$ cat src/rtl/idx_fetch_pkg.sv
package idx_fetch_pkg;
    typedef enum logic {
        ST_IDLE  = 1'b0,
        ST_ARMED = 1'b1
    } arm_state_t;
endpackage

$ cat src/rtl/idx_wrap_add.sv
module idx_wrap_add #(
    parameter int W = 18
) (
    input  logic [W-1:0] a,
    input  logic [W-1:0] b,
    output logic [W-1:0] y
);
    // carry out of the top bit is discarded: modulo 2^W
    always_comb y = a + b;
endmodule

$ cat src/rtl/idx_arm_fsm.sv
module idx_arm_fsm
    import idx_fetch_pkg::*;
(
    input  logic clk,
    input  logic rst_n,
    input  logic flush,
    input  logic index_req,
    input  logic fetch_valid,
    output logic armed
);
    arm_state_t state_q, state_d;

    always_ff @(posedge clk or negedge rst_n) begin
        if (!rst_n) state_q <= ST_IDLE;
        else        state_q <= state_d;
    end

    always_comb begin
        state_d = state_q;
        unique case (state_q)
            ST_IDLE: begin
                if (index_req) state_d = ST_ARMED;              // arm
            end
            ST_ARMED: begin
                if (fetch_valid && !index_req) state_d = ST_IDLE; // consume
            end
            default: state_d = ST_IDLE;
        endcase
        if (flush) state_d = ST_IDLE;                           // flush
    end

    always_comb armed = (state_q == ST_ARMED);


    flush_clears_chk: assert property (@(posedge clk) disable iff (!rst_n)
        flush |=> !armed);

    index_arms_chk: assert property (@(posedge clk) disable iff (!rst_n)
        (index_req && !flush) |=> armed);

    one_shot_chk: assert property (@(posedge clk) disable iff (!rst_n)
        (armed && fetch_valid && !index_req) |=> !armed);

    hold_armed_chk: assert property (@(posedge clk) disable iff (!rst_n)
        (armed && !fetch_valid && !flush) |=> armed);
endmodule

$ cat src/rtl/idx_ir_reg.sv
module idx_ir_reg #(
    parameter int W = 18
) (
    input  logic         clk,
    input  logic         rst_n,
    input  logic         load,
    input  logic         use_sum,
    input  logic [W-1:0] raw_word,
    input  logic [W-1:0] sum_word,
    output logic [W-1:0] ir_word,
    output logic         ir_valid
);
    always_ff @(posedge clk or negedge rst_n) begin
        if (!rst_n) begin
            ir_word  <= '0;
            ir_valid <= 1'b0;
        end else begin
            ir_valid <= load;
            if (load) ir_word <= use_sum ? sum_word : raw_word;
        end
    end


    passthru_chk: assert property (@(posedge clk) disable iff (!rst_n)
        (load && !use_sum) |=> ir_word == $past(raw_word));

    valid_follow_chk: assert property (@(posedge clk) disable iff (!rst_n)
        load |=> ir_valid);

    hold_chk: assert property (@(posedge clk) disable iff (!rst_n)
        !load |=> (!ir_valid && $stable(ir_word)));
endmodule

$ cat src/rtl/idx_fetch_mod.sv
module idx_fetch_mod #(
    parameter int W = 18
) (
    input  logic         clk,
    input  logic         rst_n,
    input  logic         flush,
    input  logic         index_req,
    input  logic         fetch_valid,
    input  logic [W-1:0] fetch_word,
    input  logic [W-1:0] acc,
    output logic [W-1:0] ir_word,
    output logic         ir_valid
);
    logic         armed;
    logic         use_sum;
    logic [W-1:0] sum_word;

    idx_arm_fsm u_fsm (
        .clk        (clk),
        .rst_n      (rst_n),
        .flush      (flush),
        .index_req  (index_req),
        .fetch_valid(fetch_valid),
        .armed      (armed)
    );

    idx_wrap_add #(.W(W)) u_add (
        .a(fetch_word),
        .b(acc),
        .y(sum_word)
    );

    always_comb use_sum = armed && !flush;

    idx_ir_reg #(.W(W)) u_ir (
        .clk     (clk),
        .rst_n   (rst_n),
        .load    (fetch_valid),
        .use_sum (use_sum),
        .raw_word(fetch_word),
        .sum_word(sum_word),
        .ir_word (ir_word),
        .ir_valid(ir_valid)
    );


    modified_load_chk: assert property (@(posedge clk) disable iff (!rst_n)
        (armed && fetch_valid && !flush) |=>
            ir_word == W'($past(fetch_word) + $past(acc)));

    flush_unmod_chk: assert property (@(posedge clk) disable iff (!rst_n)
        (flush && fetch_valid) |=> ir_word == $past(fetch_word));
endmodule

$ cat config.mk
export PLATFORM = sky130hd
export DESIGN_NAME = idx_fetch_mod
export DESIGN_NICKNAME = d
export VERILOG_FILES = /design/src/rtl/idx_fetch_pkg.sv /design/src/rtl/idx_wrap_add.sv /design/src/rtl/idx_arm_fsm.sv /design/src/rtl/idx_ir_reg.sv /design/src/rtl/idx_fetch_mod.sv
export SDC_FILE = /design/constraint.sdc
export NUM_CORES = 1
export LEC_CHECK = 0
export ABC_AREA = 1
export BUFFER_PORTS_ARGS = -buffer_cell sky130_fd_sc_hd__buf_2
export CAP_MARGIN = 20
export CORE_MARGIN = 5
export CORE_UTILIZATION = 51
export DETAILED_ROUTE_END_ITERATION = 6
export MAX_ROUTING_LAYER = met4
export PLACE_DENSITY = 0.76
export SLEW_MARGIN = 20
export SYNTH_ARGS = -nofsm -noshare
export SYNTH_HDL_FRONTEND = slang
export SYNTH_SLANG_ARGS = --single-unit
$ cat constraint.sdc
create_clock -name clk -period 1.7 [get_ports clk]
set_input_delay 0.34 -clock clk [delete_from_list [all_inputs] [get_ports clk]]
set_output_delay 0.34 -clock clk [all_outputs]
set_load 0.02 [all_outputs]
==> results.md <==
* Top Ports at 60
* Htree depth at 1
* DRC at 0
* Period utilization at between 90% and 100%
* First-pass GRT wire length at around 8.6 mm
* Post-Route WL at about 5.4 mm
* Max_slew headroom at between 70% and 80%
* Syn Nets at roughly 360
* Root buffer cell: clkbuf_8
* Layout Skew at 3.087 ps
* Final setup fails at 0
* Max Freq at between 600 and 700 MHz
* RR Startpoint: u_fsm.armed$_DFF_PN0_
* CTS Buffer Depth at 2
* Core area at approximately 0.0036 mm^2
* Port bufs at 59
* CP endpoint kind: flip-flop
* Layout cells sized above 1 at about 29%
* Clock period minus worst slack at around 1600 ps
* PD cells at approximately 680 mW/mm^2
* Vias at ~2200
* Clock Latency Late Sink at roughly 260 ps
* Antenna violations before repair at 0
* Kind of critical path: in -> reg
* Final WS setup at around 63 ps
* Routed WL per cell at 12.36 um
* DIE WIDTH at approximately 71 um
* Hpwl dp at around 4.5 mm
* Static Leak at roughly 0.0015 uW
* Worst EP required at around 1800 ps
* Syn Std Cell Area at around 0.0019 mm^2
* Sequential share of the synthesized area at approximately a quarter
* Final hold viol count at 0
* Measured slew at the worst slew-check pin at ~420 ps
* Worst setup path endpoint: u_ir.ir_word[14]$_DFFE_PN0P_
* WHS at around 6.6 ps
* Setup TNS at 0 ps
* Detailed Routing Iterations Pass 1 at 5
* Post-CTS Setup Bufs at 0
* CTS Hold Bufs at 0
* Vias in the first global route at between 1500 and 2000
* Largest net degree at the start of global routing at 28
* Starting Density at between 50 and 60%
* Synth area leaders: dfrtp_1, nand2_1, ha_1
* Outcome: completed
* Count of different cell masters after synthesis at 25
* Nets@finish at 452
* Worst R2R Path Depth at 7
* Worst vdd ir at around 0.00031 V
* Slew Limit Fails at 0
* Layout area overhead at 36.77%
* Worst slack, placed at -227.6 ps
* Routed Antenna Nets at 0
* Inserted Diodes at 0
* Mean Syn Cell Area at around 6.3 um^2
* Yosys reg bits at 20
* Post-synth top area cell: dfrtp_1
* CTS Buf Count at 3
* Min-delay worst type: in -> async
* Cell count after synthesis at 300
* Top cell type's share of synthesized area at between 20% and 30%
* CTS tree: built
* Initial drt markers at between 150 and 200
* Syn. warnings at 0
* GR Overflow Total at 0
* Cell Area, Placed at around 0.0025 mm^2
* Vias/cell at just over 5
* Worst EP arrival at between 1500 and 2000 ps
* Height of the die at just over 70 um
* Post-route core utilization at about 71%
* Terminus of the critical flop-to-flop path: u_ir.ir_word[3]$_DFFE_PN0P_
* CTS Sinks at 20
* Internal reg-to-reg setup slack at 480 ps
* Die footprint at about 0.005 mm^2
* Total GRT Usage at between 20% and 30%
* Critical-path maximum fanout at 3
* Row count at 22
* RePlAce Congestion at approximately 0.93
* Clk pin slew, worst setup/hold paths at 70 ps
* Startpoint types: primary input
* Max cap viols at 0
* Crit. Startpoint: fetch_word[0]
* Layout Cell Area excl Fill at about 0.0026 mm^2
==> sequential cells by signal (all words and copies together), names as in the netlist <==
| register | flops |
|---|---|
| u_ir.ir_valid | 1 |
| u_fsm.armed | 1 |
| u_ir.ir_word | 18 |
==> how the worst min path moves through the flow <==
| stage | startpoint | end | cells past startpoint |
|---|---|---|---|
| after floorplan | rst_n | u_fsm.armed$_DFF_PN0_ | 0 |
| after global placement | rst_n | u_ir.ir_valid$_DFF_PN0_ | 1 |
| after detailed placement | rst_n | u_ir.ir_word[2]$_DFFE_PN0P_ | 1 |
| after CTS | rst_n | u_ir.ir_word[2]$_DFFE_PN0P_ | 1 |
| after global routing | rst_n | u_fsm.armed$_DFF_PN0_ | 1 |
| final | rst_n | u_fsm.armed$_DFF_PN0_ | 1 |
==> per-layer routing <==
| layer | vias up | wire, um | GRT usage [%] | share of wire, % |
|---|---|---|---|---|
| met3 | 7 | 451 | 1.705 | 8.3 |
| met1 | 1000 | 2481 | 30.35 | 46 |
| met2 | 86 | 2437 | 34.71 | 45 |
| met4 | 0 | 66 | 5.637 | 1.2 |
| met5 | - | 0 | - | 0 |
| li1 | 1150 | - | - | - |
==> cell usage after synthesis (all sizes together) <==
library cell / count
a21o: 1
a21oi: 21
and2: 2
buf: 4
clkbuf: 1
dfrtp: 20
fa: 1
ha: 17
inv: 31
nand2: 102
nand3: 30
nand4: 1
nor2: 41
nor3: 2
o211ai: 2
o21a: 1
o21ai: 18
xnor2: 3
xor2: 2
==> cells by family (layout without fill, tap and decap cells) <==
| group | after synthesis | in the layout | synth area share (%) |
|---|---|---|---|
| adders and majority gates | 18 | 18 | 12.37 |
| DFF | 20 | 20 | 26.60 |
| and+or+nand+nor | 178 | 178 | 39.10 |
| xor gates and xnor gates | 5 | 5 | 2.328 |
| AOI/OAI and AO/OA | 43 | 43 | 12.17 |
| buffers and inverters | 36 | 128 | 7.447 |
==> metrics by stage <==
step	std cells	power [uW]
CTS	440	1756
floorplan	300	985.7
global route	440	1872
detailed placement	436	1289
global placement	436	1273
finish	440	1760
==> critical path: stages <==
cell and delay (ps):
buf_2 100, ha_1 220, fa_2 340, nand3_1 100, nand2_2 90, nand3_2 80
nand2_2 70, nand2_1 90, nand2_1 50, nand2_1 50, nand3_1 70, nand2_2 100
nand2_1 70
==> cell usage in the layout (no fill, tap or decap) <==
master	n
and2_1	2
o211ai_1	2
nor2_2	3
clkbuf_8	3
o21ai_1	2
dfrtp_1	20
ha_1	17
o21ai_0	16
nand3_2	2
buf_12	1
nand2_2	7
buf_2	59
nor2_1	38
nand3_1	28
fa_2	1
a21oi_2	2
bufinv_16	1
o21a_1	1
xor2_1	2
buf_4	33
nand4_1	1
nor3_1	2
inv_1	29
inv_2	2
a21oi_1	19
a21o_1	1
xnor2_1	3
nand2_1	95
==> final cells by class <==
class                      count  area (um^2)
clock buffer                   3        41.29
inverter                      31        116.4
timing repair buffer          93        563.0
multi-input combinational    244         1262
sequential                    20        500.5
fill                         313         1032
clock inverter                 1        30.03
tap                           48        60.06
==> what timing repair did <==
item	CTS	global route
setup endpoints to repair	1	2
resized for setup	1	5
endpoints found under the hold margin	0	0
pin swaps	0	0
==> power breakdown <==
group | total (uW) | leakage [uW] | internal [uW] | switching [uW]
Combinational | 742 | 0.00118 | 314 | 428
Clock | 465 | 0.0000357 | 314 | 151
Sequential | 553 | 0.000241 | 527 | 26.4
Total | 1760 | 0.00145 | 1160 | 605
Note: power is estimated with default switching activity, not from simulation.
